File: src/rtl/wdog_pkg.sv
package wdog_pkg;
  localparam int DATA_W   = 8;
  localparam int EN_BIT   = 7;
  localparam int CLR_BIT  = 5;
endpackage

File: src/rtl/wdog_regs.sv
module wdog_regs
  import wdog_pkg::*;
#(
  parameter int          PS_W      = 3,
  parameter logic [7:0]  CTRL_ADDR = 8'h9F
) (
  input  logic              clk,
  input  logic              rst_ni,
  input  logic              wd_rst,
  input  logic [DATA_W-1:0] addr,
  input  logic [DATA_W-1:0] wdata,
  input  logic              we,
  output logic              en,
  output logic [PS_W-1:0]   ps,
  output logic              clear,
  output logic [DATA_W-1:0] rdata
);
  logic            hit, wr;
  logic            en_q, en_d;
  logic [PS_W-1:0] ps_q, ps_d;

  assign hit   = (addr == CTRL_ADDR);
  assign wr    = we && hit && !wd_rst;
  assign clear = wr && wdata[CLR_BIT];

  always_comb begin
    en_d = en_q;
    ps_d = ps_q;
    if (wd_rst) begin
      en_d = 1'b0;
      ps_d = '0;
    end else if (wr) begin
      en_d = wdata[EN_BIT];
      ps_d = wdata[PS_W-1:0];
    end
  end

  always_ff @(posedge clk or negedge rst_ni) begin
    if (!rst_ni) begin
      en_q <= 1'b0;
      ps_q <= '0;
    end else begin
      en_q <= en_d;
      ps_q <= ps_d;
    end
  end

  always_comb begin
    rdata = '0;
    if (hit) begin
      rdata[EN_BIT]   = en_q;
      rdata[PS_W-1:0] = ps_q;
    end
  end

  assign en = en_q;
  assign ps = ps_q;

  // an accepted write lands in the stored fields
  assert_ctrl_load_R2: assert property (@(posedge clk) disable iff (!rst_ni)
    (we && hit && !wd_rst) |=> (en_q == $past(wdata[EN_BIT]) && ps_q == $past(wdata[PS_W-1:0])));
  // the watchdog pulse wipes the register
  assert_wdrst_clears_R7: assert property (@(posedge clk) disable iff (!rst_ni)
    wd_rst |=> (!en_q && ps_q == '0));
endmodule

File: src/rtl/wdog_prescaler.sv
module wdog_prescaler #(
  parameter int PS_W     = 3,
  parameter int MIN_LOG2 = 3
) (
  input  logic            clk,
  input  logic            rst_ni,
  input  logic            restart,
  input  logic [PS_W-1:0] ps,
  output logic            tick
);
  localparam int TAPS  = 1 << PS_W;
  localparam int DIV_W = MIN_LOG2 + TAPS - 1;

  logic [DIV_W-1:0] div_q, div_d;
  logic [TAPS-1:0]  tap_roll;

  always_comb begin
    if (restart) div_d = '0;
    else         div_d = div_q + 1'b1;
  end

  always_ff @(posedge clk or negedge rst_ni) begin
    if (!rst_ni) div_q <= '0;
    else         div_q <= div_d;
  end

  for (genvar g = 0; g < TAPS; g++) begin : g_tap
    assign tap_roll[g] = &div_q[MIN_LOG2+g-1:0];
  end

  assign tick = tap_roll[ps];

  // a restart puts the divider back to its start
  assert_div_restart_R3: assert property (@(posedge clk) disable iff (!rst_ni)
    restart |=> (div_q == '0 && !tick));
endmodule

File: src/rtl/wdog_counter.sv
module wdog_counter #(
  parameter int CNT_W = 16
) (
  input  logic clk,
  input  logic rst_ni,
  input  logic en,
  input  logic tick,
  input  logic clear,
  input  logic wd_rst,
  output logic ovf
);
  logic [CNT_W-1:0] cnt_q, cnt_d;
  logic             step;

  assign step = en && tick;

  always_comb begin
    cnt_d = cnt_q;
    if (clear || wd_rst) cnt_d = '0;
    else if (step)       cnt_d = cnt_q + 1'b1;
  end

  always_ff @(posedge clk or negedge rst_ni) begin
    if (!rst_ni) cnt_q <= '0;
    else         cnt_q <= cnt_d;
  end

  assign ovf = step && (&cnt_q) && !clear && !wd_rst;

  // restart zeroes the count
  assert_clear_zero_R3: assert property (@(posedge clk) disable iff (!rst_ni)
    (clear || wd_rst) |=> (cnt_q == '0));
  // disabled counter keeps its value
  assert_halt_R5: assert property (@(posedge clk) disable iff (!rst_ni)
    (!en && !clear && !wd_rst) |=> $stable(cnt_q));
  // one step per strobe while enabled
  assert_step_R4: assert property (@(posedge clk) disable iff (!rst_ni)
    (step && !clear && !wd_rst) |=> (cnt_q == $past(cnt_q) + 1'b1));
endmodule

File: src/rtl/wdog_pulse.sv
module wdog_pulse #(
  parameter int PULSE_LEN = 4
) (
  input  logic clk,
  input  logic rst_ni,
  input  logic ovf,
  output logic pulse
);
  localparam int PW = $clog2(PULSE_LEN + 1);

  logic [PW-1:0] left_q, left_d;

  always_comb begin
    left_d = left_q;
    if (ovf)                 left_d = PW'(PULSE_LEN);
    else if (left_q != '0)   left_d = left_q - 1'b1;
  end

  always_ff @(posedge clk or negedge rst_ni) begin
    if (!rst_ni) left_q <= '0;
    else         left_q <= left_d;
  end

  assign pulse = (left_q != '0);

  // the pulse only starts from an overflow
  assert_pulse_src_R6: assert property (@(posedge clk) disable iff (!rst_ni)
    $rose(pulse) |-> $past(ovf));
endmodule

File: src/rtl/wdog_top.sv
module wdog_top #(
  parameter int         CNT_W     = 16,
  parameter int         PS_W      = 3,
  parameter int         MIN_LOG2  = 3,
  parameter int         PULSE_LEN = 4,
  parameter logic [7:0] CTRL_ADDR = 8'h9F
) (
  input  logic       clk,
  input  logic       rst_n,
  input  logic [7:0] reg_addr,
  input  logic [7:0] reg_wdata,
  input  logic       reg_we,
  output logic [7:0] reg_rdata,
  output logic       wdt_rst_o
);
  logic [1:0]      rst_sync_q;
  logic            rst_ni;
  logic            en, clear, tick, ovf;
  logic [PS_W-1:0] ps;

  always_ff @(posedge clk or negedge rst_n) begin
    if (!rst_n) rst_sync_q <= 2'b00;
    else        rst_sync_q <= {rst_sync_q[0], 1'b1};
  end
  assign rst_ni = rst_sync_q[1];

  wdog_regs #(.PS_W(PS_W), .CTRL_ADDR(CTRL_ADDR)) u_regs (
    .clk(clk), .rst_ni(rst_ni), .wd_rst(wdt_rst_o),
    .addr(reg_addr), .wdata(reg_wdata), .we(reg_we),
    .en(en), .ps(ps), .clear(clear), .rdata(reg_rdata)
  );

  wdog_prescaler #(.PS_W(PS_W), .MIN_LOG2(MIN_LOG2)) u_div (
    .clk(clk), .rst_ni(rst_ni), .restart(clear || wdt_rst_o),
    .ps(ps), .tick(tick)
  );

  wdog_counter #(.CNT_W(CNT_W)) u_cnt (
    .clk(clk), .rst_ni(rst_ni), .en(en), .tick(tick),
    .clear(clear), .wd_rst(wdt_rst_o), .ovf(ovf)
  );

  wdog_pulse #(.PULSE_LEN(PULSE_LEN)) u_pulse (
    .clk(clk), .rst_ni(rst_ni), .ovf(ovf), .pulse(wdt_rst_o)
  );

  // a restart is never followed by a fresh reset pulse
  assert_clear_wins_R8: assert property (@(posedge clk) disable iff (!rst_ni)
    clear |=> !$rose(wdt_rst_o));
endmodule

File: config.mk
export PLATFORM = sky130hd
export DESIGN_NAME = wdog_top
export DESIGN_NICKNAME = d
export VERILOG_FILES = /design/src/rtl/wdog_pkg.sv /design/src/rtl/wdog_regs.sv /design/src/rtl/wdog_prescaler.sv /design/src/rtl/wdog_counter.sv /design/src/rtl/wdog_pulse.sv /design/src/rtl/wdog_top.sv
export SDC_FILE = /design/constraint.sdc
export NUM_CORES = 1
export LEC_CHECK = 0
export CORE_ASPECT_RATIO = 0.75
export CORE_MARGIN = 2
export CORE_UTILIZATION = 35
export DETAILED_ROUTE_END_ITERATION = 10
export DONT_BUFFER_PORTS = 1
export PLACE_DENSITY_LB_ADDON = 0.3
export SYNTH_ARGS = -nofsm -noshare
export SYNTH_HDL_FRONTEND = slang
export SYNTH_HIERARCHICAL = 1
export SYNTH_SLANG_ARGS = --single-unit
export TNS_END_PERCENT = 30
File: constraint.sdc
create_clock -name clk -period 1.61 [get_ports clk]
set_input_delay 0.161 -clock clk [delete_from_list [all_inputs] [get_ports clk]]
set_output_delay 0.161 -clock clk [all_outputs]
set_load 0.1 [all_outputs]
=== After elaboration in Yosys (flattened, before gate mapping) ===
Cells that the tools add are included.

* Reductions and logical operators: 23
* $lt $le $gt $ge: 1
* Add/subtract/negate cells: 3
* Mux-type cells: 13
* Equal/unequal tests: 1

{| class="wikitable"
|+ Operator list
! operator !! number
|-
| $mux 16 || 2
|-
| $add 16x1->16 const B || 1
|-
| $reduce_and 16->1 || 1
|-
| $mux 3 || 5
|-
| $add 10x1->10 const B || 1
|-
| $mux 10 || 1
|-
| $reduce_and 10->1 || 1
|-
| $reduce_and 9->1 || 1
|-
| $eq 8x8->1 const B || 1
|-
| $reduce_and 8->1 || 1
|-
| $logic_and 1x1->1 || 7
|-
| $reduce_and 7->1 || 1
|-
| $reduce_and 6->1 || 1
|-
| $reduce_bool 2->1 || 3
|-
| $reduce_and 5->1 || 1
|-
| $lt 3x4->1 const B || 1
|-
| $mux 1 || 4
|-
| $reduce_and 4->1 || 1
|-
| $bmux 1 s3 || 1
|-
| $reduce_and 3->1 || 1
|-
| $reduce_bool 3->1 || 1
|-
| $sub 3x1->3 const B || 1
|-
| $logic_not 1->1 || 2
|-
| $logic_or 1x1->1 || 1
|}

* Register bits after elaboration: 35
* Output and inout bits: 9
* Input port bits: 19

=== Depth between registers and ports, before layout ===
Gate-level depths: netlist (run 1).

* Word-level depth: 8
* Depth in mapped cells: 12

=== Cells and area by module ===
Netlist (run 1), hierarchy kept.

{| class="wikitable"
|+ By module, submodules not included
! module !! seq. area each (sq um) !! area each (sq um) !! instances !! cells each
|-
| wdog_counter || 400.4 || 847.1 || 1 || 86
|-
| wdog_prescaler || 250.2 || 553.0 || 1 || 56
|-
| wdog_regs || 100.1 || 315.3 || 1 || 31
|-
| wdog_pulse || 75.1 || 177.7 || 1 || 16
|-
| wdog_top || 50.0 || 60.1 || 1 || 4
|}

=== Worst setup path before layout (run 1) ===
Ideal clock, no wire load.

* Path type: register to register
* Start point: reg u_div.div_q[0]
* End point: reg u_pulse.left_q[0]
* Clock period less this slack: 2.727 ns
* Stages on the path, launching flop included: 13
* Arrival time: 2.602 ns
* Setup time: 0.125 ns
* Path slack: -1.117 ns
* Path through: dfrtp_1 ha_1 nand4_1 nor2_1 ha_1 a21oi_1 o31ai_1 a32o_1 nand3_1 nor4_4 and4_2 and2b_1 mux2_2

* Cells in the longest elaborated chain, start to end: 8
* Elaborated cells on any way between the ends: 16
* Those cells by class: 3 x mux; 13 x reduce/logical

{| class="wikitable"
|+ Ends and longest elaborated chain
! what !! RTL line !! RTL
|-
| from (decl) || wdog_prescaler.sv:14 || <nowiki>logic [DIV_W-1:0] div_q, div_d;</nowiki>
|-
| from (signal assigned) || wdog_prescaler.sv:24 || <nowiki>else div_q <= div_d;</nowiki>
|-
| $reduce_and 10->1, or another cell as far along || wdog_prescaler.sv:28 || <nowiki>assign tap_roll[g] = &div_q[MIN_LOG2+g-1:0];</nowiki>
|-
| $bmux 1 s3 (*) || wdog_prescaler.sv:31 || <nowiki>assign tick = tap_roll[ps];</nowiki>
|-
| $mux 1 (not written as such) (*) || wdog_prescaler.sv:31 ||
|-
| named net tick || wdog_top.sv:18 || <nowiki>logic en, clear, tick, ovf;</nowiki>
|-
| $logic_and 1x1->1 (*) || wdog_counter.sv:15 || <nowiki>assign step = en && tick;</nowiki>
|-
| $logic_and 1x1->1 (*) (3 in series) || wdog_counter.sv:28 || <nowiki>assign ovf = step && (&cnt_q) && !clear && !wd_rst;</nowiki>
|-
| named net ovf || wdog_top.sv:18 ||
|-
| $mux 3 or $reduce_bool 2->1 (tied branches) || n/a ||
|-
| to (signal assigned) || wdog_pulse.sv:21 || <nowiki>else left_q <= left_d;</nowiki>
|-
| to (decl) || wdog_pulse.sv:11 || <nowiki>logic [PW-1:0] left_q, left_d;</nowiki>
|}

Mark *: on every way through the listed nets, which the timed path passes. The rest lies on a longest branch. The select of a mux whose other input is x is not followed.
A chain may end at the register's enable or synchronous reset.

=== Final worst setup path (run 1) ===
Same ends and word-level chain as after synthesis.

==> results of run 1 <==
[stage by stage]
stage          setup WS [ps]  area (um2)  util (%)
2_1_floorplan          -1086        1982         -
3_3_place_gp          -889.4        2467     46.10
3_5_place_dp          -982.2        2467     46.10
4_1_cts               -793.8        2668     49.84
5_1_grt               -956.3        2695     50.35
6_report              -770.2        2695     50.35
[worst paths after layout]
kind | to | cells after the start
min | u_regs/ps[2] | 2
max reg2reg | u_pulse/left_q[0] | 12
min in group asynchronous | rst_sync_q[0] | 1
max in group asynchronous | u_cnt/cnt_q[0] | 1
min reg2reg | u_div/div_q[0] | 1
max | u_pulse/left_q[0] | 12
[power by group through the flow]
stage	clock network (mW)	logic [mW]	registers (mW)
floorplan	0	0.349	1.10
global placement	0	0.652	1.05
detailed placement	0	0.659	1.06
CTS	0.655	0.715	1.05
global route	0.701	0.829	1.06
finish	0.631	0.743	1.05
[per-layer routing]
layer / part of all wire, % / wire [um] / global-route usage, % / vias up
met5: 0 / 0 / 0 / -
met4: 0.99 / 43 / 5.192 / 0
met3: 3.8 / 165 / 3.913 / 4
met2: 43 / 1891 / 25.56 / 30
met1: 52 / 2250 / 20.33 / 761
li1: - / - / - / 806
[cell usage after synthesis (2+ instances only)]
cell type                  count
sky130_fd_sc_hd__a41o_1        2
sky130_fd_sc_hd__nor2_1       21
sky130_fd_sc_hd__conb_1        2
sky130_fd_sc_hd__xor2_1        5
sky130_fd_sc_hd__nor4_4        2
sky130_fd_sc_hd__or4_1         2
sky130_fd_sc_hd__nand3_1       5
sky130_fd_sc_hd__and2_1        4
sky130_fd_sc_hd__a31oi_1       3
sky130_fd_sc_hd__or3_2         2
sky130_fd_sc_hd__clkbuf_1      3
sky130_fd_sc_hd__nor3_1        3
sky130_fd_sc_hd__and3_1        2
sky130_fd_sc_hd__a31o_2        3
sky130_fd_sc_hd__a21oi_1      10
sky130_fd_sc_hd__nand4_1       6
sky130_fd_sc_hd__nor2b_1       5
sky130_fd_sc_hd__o31ai_1       4
sky130_fd_sc_hd__ha_1          7
sky130_fd_sc_hd__nand2_1      13
sky130_fd_sc_hd__nand2b_1      9
sky130_fd_sc_hd__o21ai_0       3
sky130_fd_sc_hd__mux2i_1       4
sky130_fd_sc_hd__dfrtp_1      35
sky130_fd_sc_hd__inv_1         8
sky130_fd_sc_hd__xnor2_1       5
sky130_fd_sc_hd__buf_4         4
[flip-flops by register name (all words and copies together) (netlist names)]
name and cells:
u_cnt/cnt_q 16, u_div/div_q 10, u_pulse/left_q 3, u_regs/ps 3, rst_sync_q 2, u_regs/en 1
[critical path: stages, from the launching register on]
cell and delay [ps]:
sky130_fd_sc_hd__dfrtp_1 390, sky130_fd_sc_hd__ha_4 160, sky130_fd_sc_hd__nand4_1 130, sky130_fd_sc_hd__nor2_1 130, sky130_fd_sc_hd__ha_1 150, sky130_fd_sc_hd__a21oi_1 60, sky130_fd_sc_hd__o31ai_1 60, sky130_fd_sc_hd__a32o_2 250
sky130_fd_sc_hd__nand3_4 80, sky130_fd_sc_hd__nor4_4 170, sky130_fd_sc_hd__and4_4 260, sky130_fd_sc_hd__and2b_1 170, sky130_fd_sc_hd__mux2_2 250
[timing repair]
item	CTS	global route
endpoints found under the setup margin	29	29
pin swaps	13	4
hold buffers	1	0
setup buffers	5	1
hold endpoints to repair	2	0
resized for setup	14	3
[kinds of logic (layout without fill, tap and decap cells)]
kind of cell,after synthesis,in the layout,synth area share [%]
and+or+nand+nor,89,89,29.15
DFF,35,35,44.84
AOI/OAI and AO/OA,30,30,10.38
buffers and inverters,15,79,3.652
xor gates and xnor gates,10,10,4.484
adders and majority gates,7,7,4.484
muxes,5,5,2.627
other,2,5,0.3845
[final cells by class]
class                   count  area share, %
multi-input cells         146          41.64
clock inverters             2         0.4643
flip-flops and latches     35          32.50
clock buffers               6          2.693
inverters                   8          1.114
well taps                  75          3.482
repair buffers             63          18.11
==> impl_summary.md, run 1 <==
Clock tree
After clock tree synthesis, the clock-pin slew on the worst setup and hold paths is 70 ps. Counting the buffers created by CTS gives 5. The clock passes through at most 2 buffers.

The clock net in this run drives a total of 35 sinks. The tree is rooted in a sky130_fd_sc_hd__clkbuf_8. The clock latency of the later-clocked register in the worst-skew pair is 280 ps. In this run the number of H-tree levels came out at 2. TritonCTS built the clock tree.

Finish
Cells with a size suffix above 1 make up 38.46% of the layout. The net count reported at finish is between 200 and 300. The layout has approximately 500 filler cells. In the layout the commonest cells are 61 x sky130_fd_sc_hd__buf_4, 35 x sky130_fd_sc_hd__dfrtp_1, 21 x sky130_fd_sc_hd__nor2_1. In the final layout, the multi-input gates occupy 0.001122 mm2. Registers take ~900 um2. The relative area change from synthesis to final layout is 37.99%.

The most common cell after layout, fill and taps aside is sky130_fd_sc_hd__buf_4. The antenna diode count is 0. Excluding fillers, the count of instances in the completed layout stands at 335.

Floorplanning
The I/O pin total is 28. The initial core utilization is 36.49%. The vertical die dimension is just under 70 um. The die is 90.26 um wide.

Row generation in the floorplan step produced 23 rows. The die area is 0.006200 mm2. The core region is 0.005353 mm2.

Global route
Summed over all layers, the global routing overflow is 0. The number of antenna violations at the first check in global routing came to 0. The pin count of the biggest net entering global routing is 34. The global-route usage over all layers is 15.48%. The number of global-route vias before repair came to ~1600. The global-route wire length before repair is 7438 um.

Place
The post-DP HPWL is 3121 um. The final weighted congestion in routability-driven placement is 0.7492. The number of placed instances, taps included, is 320. The count of buffers added on input and output ports is 0.

Flow run
Max-cap violations in this run came to 0.

Setup path
The worst setup path startpoint is u_div/div_q[0]. The worst setup path is captured at a flop. The reg-to-reg critical path startpoint is u_div/div_q[0]. The minimum setup slack among reg-to-reg paths is -770 ps. The worst setup path is launched from a flop.

STA puts the critical path data required time at 1780 ps. The arrival time of the worst setup path is approximately 2600 ps. In this run the worst path has a maximum fanout of 3. The start-to-end type of the worst setup path is flop to flop.

Detailed routing
The number of nets still failing antenna checks after routing is 0. In the routed design, unresolved DRC markers number 0. The detailed router finished its first iteration with 50 violations. For this run, the detailed router's first-pass iteration total came to 4.

The wire length per cell is ~13 um. For this block, the via count after detailed routing is 1601. Using the TritonRoute via totals, the vias-per-cell ratio works out to about 4.8. Summed over all layers, the routed wires come to roughly 4400 um.

STA
Setup violations remaining at the end of the flow were counted as 19. Setup repair after global routing could not meet its margin everywhere. Between clock sinks in the finished design, the worst skew comes to 6.772 ps. The final-layout worst hold slack is 17.42 ps. The least setup slack across all paths after layout is -770.2 ps.

The count of endpoints failing hold in the final timing report is 0. The highest clock frequency the design can meet is 420.1 MHz. The final number of max-transition violations is 0. The accumulated negative setup slack is -11290 ps. The share of the clock period used by the worst path is 147.8%. The smallest clock period supported by the final layout is computed as 2380 ps.

Logic synthesis
The number of warning messages in the yosys log is 6. After synthesis, the cell types taking the most area are sky130_fd_sc_hd__dfrtp_1 45%, sky130_fd_sc_hd__ha_1 4.5%, sky130_fd_sc_hd__nor2_1 4.0%, sky130_fd_sc_hd__nand2b_1 2.9%, sky130_fd_sc_hd__a21oi_1 2.6%. The post-synthesis register bit count is 35. sky130_fd_sc_hd__dfrtp_1 takes more of the synthesized area than any other cell.

The top cell type by area accounts for between 40 and 50% of the synthesized area. Summing every instance area after synthesis gives 0.001953 mm2. Counting flops with an async set or reset pin after synthesis yields a share of 100.0%. The number of enable-type register cells in the synthesized netlist is 0. Synthesis produced 193 cells.

The most common flop cell mapped by yosys is sky130_fd_sc_hd__dfrtp_1. Counting distinct cell types in the post-synthesis netlist gives between 40 and 50. In this run the mean area of a mapped cell was between 10 and 15 um2. After synthesis, flip-flops and latches occupy 44.84% of the total area.

Pwr
The standby leakage power is roughly 1.3 nW. The power density normalized to cell area is 897.4 mW/mm2. The internal power component is between 1.5 and 2 mW. The clock network accounts for 26.1% of the total power.

The switching component of the power is 0.7598 mW. The relative contribution of combinational cells to total power is 30.7%. Net switching is around a third of the power. Overall power consumption after layout is estimated at between 2 and 2.5 mW. Sequential cells burn roughly 43% of the power. The maximum vdd ir drop is around 0.45 mV.

Outcome
The run finished, with violations left. The final reports fail on setup timing.

Min path
The path class of the tightest hold or removal check is input pin to flop. The startpoint of the lowest-slack hold path is reg_wdata[2].
No activity file was read; power rests on OpenSTA's default activity.
==> run 2, diff against run 1 <==
--- a/config.mk
+++ b/config.mk
@@ -11,6 +11,7 @@
 export DETAILED_ROUTE_END_ITERATION = 10
 export DONT_BUFFER_PORTS = 1
 export PLACE_DENSITY_LB_ADDON = 0.3
+export SKIP_CTS_REPAIR_TIMING = 1
 export SYNTH_ARGS = -nofsm -noshare
 export SYNTH_HDL_FRONTEND = slang
 export SYNTH_HIERARCHICAL = 1
==> impl_summary.md, run 2 (synthesis gave the netlist of run 1 again) <==
Detailed routing
In this run, the number of DRC markers left after iteration 0 of detailed routing was 51. The routed design uses 1749 um of met2 wire. Summed over all nets, wire length on met3 after detailed routing comes to 167 um. The highest metal layer carrying signal wires in the routed design is met4.

In the final routed layout, each cell accounts on average for 12.68 um. The total wirelength of the detailed-routed design is 4196 um. For this block, wires on met1 add up to about 2200 um. The first TritonRoute pass finished after 4 iterations. The count of nets left with antenna violations once routing finished came out at 0.

After detailed routing, the number of remaining DRC violations is 0. The routed via count divided by cell count is 4.710. The total number of vias is about 1600.

STA
Setup repair after global routing could not meet its margin everywhere. The count of endpoints failing hold in the final timing report was 0. On the final layout, the worst clock skew is 8.806 ps. The final count of negative-setup-slack endpoints is 19. In the final timing run, aggregate negative setup slack is -11240 ps. The final number of max-transition violations is 0.

The final critical-path required period is ~2400 ps. The highest clock frequency the design can meet is 410.2 MHz. The least setup slack across all paths after layout is -828.1 ps.

The share of the clock period used by the worst path is 151.4%.

Floorplanning
In this run the horizontal extent of the chip is between 90 and 100 um. The placeable core area is 0.005353 mm2. The I/O pin total is 28. For this configuration, the core starts out at a cell density of 36.49%. The die area is 0.006200 mm2.

The number of rows created at floorplan is 23. From bottom edge to top edge, the die measures 68.70 um.

Min path
The worst hold path was traced through 2 stages. The class of the tightest hold or removal check is input pin to flop.

Finish
The final core utilization is approximately half. Ranked by flip-flop count, first place goes to u_cnt/cnt_q. In the layout the commonest cells are 57 x sky130_fd_sc_hd__buf_4, 35 x sky130_fd_sc_hd__dfrtp_1, 21 x sky130_fd_sc_hd__nor2_1. The design area is 0.002649 mm2. The repair_antennas step left the layout with diodes totalling 0. Fill cells in the final layout number 511. The register with the most flip-flops in the layout has 16 of them. The proportion of layout cells with a drive suffix above 1 is 35.55%.

The largest registers in the layout are u_cnt/cnt_q x16, u_div/div_q x10. Leaving out fill and tap cells, the most frequent cell in the layout is sky130_fd_sc_hd__buf_4. The post-route non-filler standard cell count is 331. The net count reported at finish is 281.

Compared with the post-synthesis result, the final layout area differs by 35.62%.

Setup path
Together, buffers and inverters on the worst path number 0. The critical path runs through a total of 12 cells. The delay of the slowest critical-path stage is approximately 400 ps.

Grouping stages by cell kind, the critical path spends the most delay in simple AND/OR/NAND/NOR gates. The depth of the worst register-to-register path is 12. STA classifies the critical path startpoint as a flop.

The maximum net fanout on the critical path is 5. Traced cell by cell, the critical path runs through ha_4 -> nand4_1 -> nor2_1 -> ha_1 -> a21oi_1 -> o31ai_1 -> a32o_2 -> nand3_4 -> nor4_4 -> and4_4 -> and2b_1 -> mux2_2. The arrival time of the worst setup path is 2610 ps.

STA classifies the critical path endpoint as a flop. The start-to-end type of the worst setup path is flop to flop. At the worst endpoint, the required time is between 1500 and 2000 ps.

The cell at the slowest stage of the critical path is sky130_fd_sc_hd__dfrtp_1.

Clock tree
The clock net in this run drives a total of 35 sinks. The H-tree was split into 2 levels. The clock latency of the later-clocked register in the worst-skew pair is 290 ps. The buffer type at the clock tree root is sky130_fd_sc_hd__clkbuf_8. No sink is reached through more buffers than the 2 on the longest clock path. In this run, CTS created clock tree buffers numbering 5.

Clock-pin slew was measured on the worst setup and hold paths at about 70 ps. TritonCTS built the clock tree.

Outcome
The flow ran to the end, but the final reports show violations. The checks that failed: setup timing.

Place
The final weighted congestion in routability-driven placement is 0.7492. The placed instances occupy a cell area of between 0.002 and 0.0025 mm2. The total of buffers placed on input and output ports is 0. The post-DP HPWL is 3121 um. Counting tap cells, the placed design contains a total of 320 instances.

Global route
The number of antenna violations at the first check in global routing was 0. The pin count of the biggest net entering global routing is 34. Summed over all layers, the global routing overflow is 0. The number of global-route vias before repair is approximately 1500. The global-route wire length before repair is between 7000 and 8000 um. The global-route usage over all layers is 14.72%.

Pwr
The internal power component is 1.625 mW. For this design the total switching power over the nets is around 0.74 mW. In this run the static leakage power is between 1 and 1.5 nW.

The switching portion of total power is between 30% and 40%. The clock network is responsible for between 20% and 30% of the overall power. The relative contribution of combinational cells to total power is 29.2%. IR analysis of the VDD net gives a maximum drop of about 0.45 mV. The power density normalized to cell area is 892.0 mW/mm2. Summing internal, switching and leakage power gives roughly 2.4 mW.

In this run, flip-flops and latches consume ~44% of the power.

Flow run
The count of maximum capacitance violations is 0.
-- run 2: cell count changes in the layout (fill, tap and decap cells not counted) --
cell	change
sky130_fd_sc_hd__buf_4	-4
sky130_fd_sc_hd__nand2_1	+2
sky130_fd_sc_hd__nand2_2	-2
sky130_fd_sc_hd__a211oi_1	+1
sky130_fd_sc_hd__a211oi_2	-1
sky130_fd_sc_hd__a21oi_1	+1
sky130_fd_sc_hd__a21oi_2	-1
sky130_fd_sc_hd__and4_1	+1
sky130_fd_sc_hd__and4_4	-1
-- run 2: per-layer routing --
layer / vias to the layer above / track usage (%)
li1: 795 / -
met1: 731 / 20.11
met2: 29 / 23.40
met3: 4 / 3.696
met4: 0 / 4.615
met5: - / 0
-- run 2: area by class of cell --
class,count,area (um2),share of cell area (%)
Clock inverter,2,12.51,0.4724
Multi-Input combinational cell,146,1106,41.76
Timing Repair Buffer,59,457.9,17.29
Clock buffer,6,72.57,2.740
Tap cell,75,93.84,3.543
Inverter,8,30.03,1.134
Sequential cell,35,875.8,33.07
-- run 2: power groups by stage --
stage / combinational (mW) / sequential [mW] / clock, mW
3_3_place_gp: 0.652 / 1.05 / 0
3_5_place_dp: 0.659 / 1.06 / 0
2_1_floorplan: 0.349 / 1.10 / 0
5_1_grt: 0.774 / 1.06 / 0.702
4_1_cts: 0.662 / 1.04 / 0.655
6_report: 0.689 / 1.05 / 0.627
-- run 2: stage by stage --
step | setup slack (ps) | hold slack [ps]
5_1_grt | -1025 | 25.55
3_3_place_gp | -889.4 | -134.6
6_report | -828.1 | 18.35
4_1_cts | -994.1 | -448.5
2_1_floorplan | -1086 | -134.6
3_5_place_dp | -982.2 | -134.5
-- run 2: path summary, 6_finish.rpt --
| path | startpoint | to | slack (ps) |
|---|---|---|---|
| worst min register to register | rst_sync_q[1] | u_div/div_q[0] | 280 |
| worst max register to register | u_div/div_q[0] | u_pulse/left_q[0] | -830 |
| max in group asynchronous | rst_sync_q[1] | u_cnt/cnt_q[0] | 1010 |
| worst min-delay path | reg_wdata[2] | u_regs/ps[2] | 20 |
| worst max-delay path | u_div/div_q[0] | u_pulse/left_q[0] | -830 |
| min in group asynchronous | rst_n | rst_sync_q[0] | 100 |
==> run 3, diff against run 2 <==
--- a/config.mk
+++ b/config.mk
@@ -7,7 +7,7 @@
 export LEC_CHECK = 0
 export CORE_ASPECT_RATIO = 0.75
 export CORE_MARGIN = 2
-export CORE_UTILIZATION = 35
+export CORE_UTILIZATION = 60
 export DETAILED_ROUTE_END_ITERATION = 10
 export DONT_BUFFER_PORTS = 1
 export PLACE_DENSITY_LB_ADDON = 0.3
==> impl_summary.md, run 3 (synthesis gave the netlist of run 1 again) <==
STA
The clock arrives with 4.500 ps of skew. The final number of max-transition violations is 0. Based on the critical path, the design can be clocked at up to approximately 370 MHz.

At the pin with the least slew margin, the transition time is 553.0 ps. On the final layout, the worst hold slack is 23.42 ps. Measured against its own limit, the worst slew margin works out to between 60% and 70%. The count of endpoints failing hold in the final timing report was 0.

The accumulated negative setup slack is -16220 ps. The final count of negative-setup-slack endpoints is 21. The least setup slack across all paths after layout is -1098 ps.

Of the available clock period, the critical path in the final layout requires 168.2%. Setup repair after global routing could not meet its margin everywhere. For the finished layout, the period the worst path requires is 2708 ps.

Finish
Fill cells in the final layout number 139. The relative area change from synthesis to final layout is 36.00%. At the end of the flow, the number of nets in the layout was 278. Counting flops per register, the top entry is u_cnt/cnt_q. The number of antenna diodes in the final layout is 0. The library cell used most frequently in the layout, excluding fill and tap cells, is sky130_fd_sc_hd__buf_4. The register with the most flip-flops in the layout has 16 of them. In the final layout, the registers with the most flip-flops are u_cnt/cnt_q x16, u_div/div_q x10. In the final layout, the share of cells above drive strength 1 is 39.92%.

The library cells used most frequently in the layout, excluding fill and tap cells, are 48 x sky130_fd_sc_hd__buf_4, 35 x sky130_fd_sc_hd__dfrtp_1, 21 x sky130_fd_sc_hd__nor2_1.

Floorplanning
The initial core utilization is 64.66%. The placeable core area is 0.003020 mm2. The floorplan has 17 rows. The die covers 0.003732 mm2. From bottom edge to top edge, the die measures about 53 um. From left edge to right edge, the die measures 69.88 um.

Pin placement for this block handled 28 I/O pins.

Global route
Global routing used around 29% of the available tracks across all layers. The number of global-route vias before repair was 1754. The global-route wire length before repair is 7976 um. The overall overflow remaining after global route is 0. The number of antenna violations at the first check in global routing is 0. Entering global routing, the biggest net connects 23 pins.

Clock tree
The clock latency of the later-clocked register in the worst-skew pair is 290 ps. The clock transition at the register clock pins on the worst setup and hold paths after CTS is 70 ps. Buffers inserted during clock tree synthesis total 5. In this run the number of H-tree levels came out at 2. The cell sitting at the root of the clock tree is a sky130_fd_sc_hd__clkbuf_8. The maximum buffer depth of the clock tree is 2. TritonCTS built the clock tree. The clock net sink count is 35.

Outcome
The flow ran to the end, but the final reports show violations. The checks that failed: setup timing.

Flow run
The count of maximum capacitance violations is 0.

Pwr
Net switching is 33.67% of the power. The relative contribution of combinational cells to total power is 33.9%. The sequential cell fraction of total power is 42.1%. For this design the static power due to leakage is 1.295 nW. The maximum vdd ir drop is 0.9346 mV. Summed over all nets, the switching power comes to 0.8489 mW. The power density normalized to cell area is 949.2 mW/mm2.

The fraction of power consumed by the clock network is 24.0%. Internal power comes to 1.672 mW.

Detailed routing
The iteration count of the initial detailed-routing pass is 5. After detailed routing, the average wire length per cell comes to 19.46 um. After detailed routing, the number of remaining DRC violations is 0. The routed layout has approximately 1800 vias. Using the TritonRoute via totals, the vias-per-cell ratio works out to 6.244.

The first routing iteration left 254 violations. Once detail routing completed, the nets flagged for antenna violations numbered 0. The final layout contains routed wiring with a total length of 5663 um.

Setup path
At the worst endpoint, the arrival time is 2880 ps. The kind of end point of the critical path is a flop. The critical path in this run is classified as flop to flop. In this run the worst path has a maximum fanout of 5. Walking the worst path, the cells encountered are ha_2 -> nand4_1 -> nor2_1 -> ha_2 -> a21oi_2 -> o31ai_2 -> a32o_2 -> buf_6 -> nand4_1 -> nor4_4 -> a21oi_1 -> a31o_2. The combined buffer and inverter count along the critical path is 1. The worst setup path is launched from a flop. For this run, the slowest stage of the critical path takes 370 ps.

Among all stages on the critical path, the largest delay is contributed by sky130_fd_sc_hd__nor4_4. The required time at the endpoint of the critical path is 1790 ps. The dominant delay contributor by cell family on the critical path is simple AND/OR/NAND/NOR gates.

In this run the register-to-register setup slack is -1100 ps.

Place
The final weighted congestion in routability-driven placement is 0.8026. The post-DP HPWL is 3659 um. Input and output buffers added on the ports amount to 0.

Min path
The class of the tightest hold or removal check is input pin to flop.
-- run 3: cell types whose count changed in the layout (fill, tap and decap cells not counted), sizes merged --
cell / previous run / this run
clkbuf: 6 / 7
clkinvlp: 1 / 0
buf: 58 / 55
-- run 3: routing by layer --
metal,vias up,GRT usage (%),wire length [um]
li1,797,-,-
met1,873,32.65,2204
met2,122,50.63,2694
met3,25,9.333,562
met4,0,14.42,202
met5,-,0,0
-- run 3: path summary, 6_finish.rpt --
check / startpoint / to / cells past startpoint
setup / recovery: u_div/div_q[0] / u_cnt/cnt_q[11] / 12
hold / removal: reg_wdata[7] / u_regs/en / 2
setup reg to reg: u_div/div_q[0] / u_cnt/cnt_q[11] / 12
hold reg to reg: rst_sync_q[1] / u_cnt/cnt_q[8] / 0
max in group asynchronous: rst_sync_q[1] / u_cnt/cnt_q[6] / 1
min in group asynchronous: rst_n / rst_sync_q[1] / 1
-- run 3: final cells by class --
class | instances | area [um2] | share of cell area [%]
clock inverters | 1 | 5.005 | 0.1884
clock buffers | 7 | 76.32 | 2.873
flip-flops and latches | 35 | 875.8 | 32.97
well taps | 38 | 47.55 | 1.790
inverters | 8 | 30.03 | 1.130
multi-input cells | 146 | 1146 | 43.15
repair buffers | 56 | 475.5 | 17.90
-- run 3: metrics by stage --
step,area (um2),utilization [%],cells,setup WS (ps),total power [mW]
final,2656,87.95,291,-1098,2.521
after global routing,2656,87.95,291,-1206,2.641
after CTS,2477,82.02,286,-1070,2.386
after detailed placement,2396,79.33,278,-1034,1.767
after global placement,2396,79.33,278,-843.6,1.706
after floorplan,1982,-,196,-1086,1.445
-- run 3: worst register-to-register path, stage by stage (launching register included) --
cell and delay [ps]:
sky130_fd_sc_hd__dfrtp_1 360, sky130_fd_sc_hd__ha_2 210, sky130_fd_sc_hd__nand4_1 160, sky130_fd_sc_hd__nor2_1 180
sky130_fd_sc_hd__ha_2 190, sky130_fd_sc_hd__a21oi_2 70, sky130_fd_sc_hd__o31ai_2 90, sky130_fd_sc_hd__a32o_2 270
sky130_fd_sc_hd__buf_6 120, sky130_fd_sc_hd__nand4_1 200, sky130_fd_sc_hd__nor4_4 370, sky130_fd_sc_hd__a21oi_1 150
sky130_fd_sc_hd__a31o_2 230
-- run 3: power groups by stage --
stage	logic, mW	registers (mW)	clock network (mW)
after detailed placement	0.701	1.07	0
after CTS	0.706	1.05	0.627
after floorplan	0.349	1.10	0
after global placement	0.646	1.06	0
final	0.855	1.06	0.605
after global routing	0.918	1.07	0.654
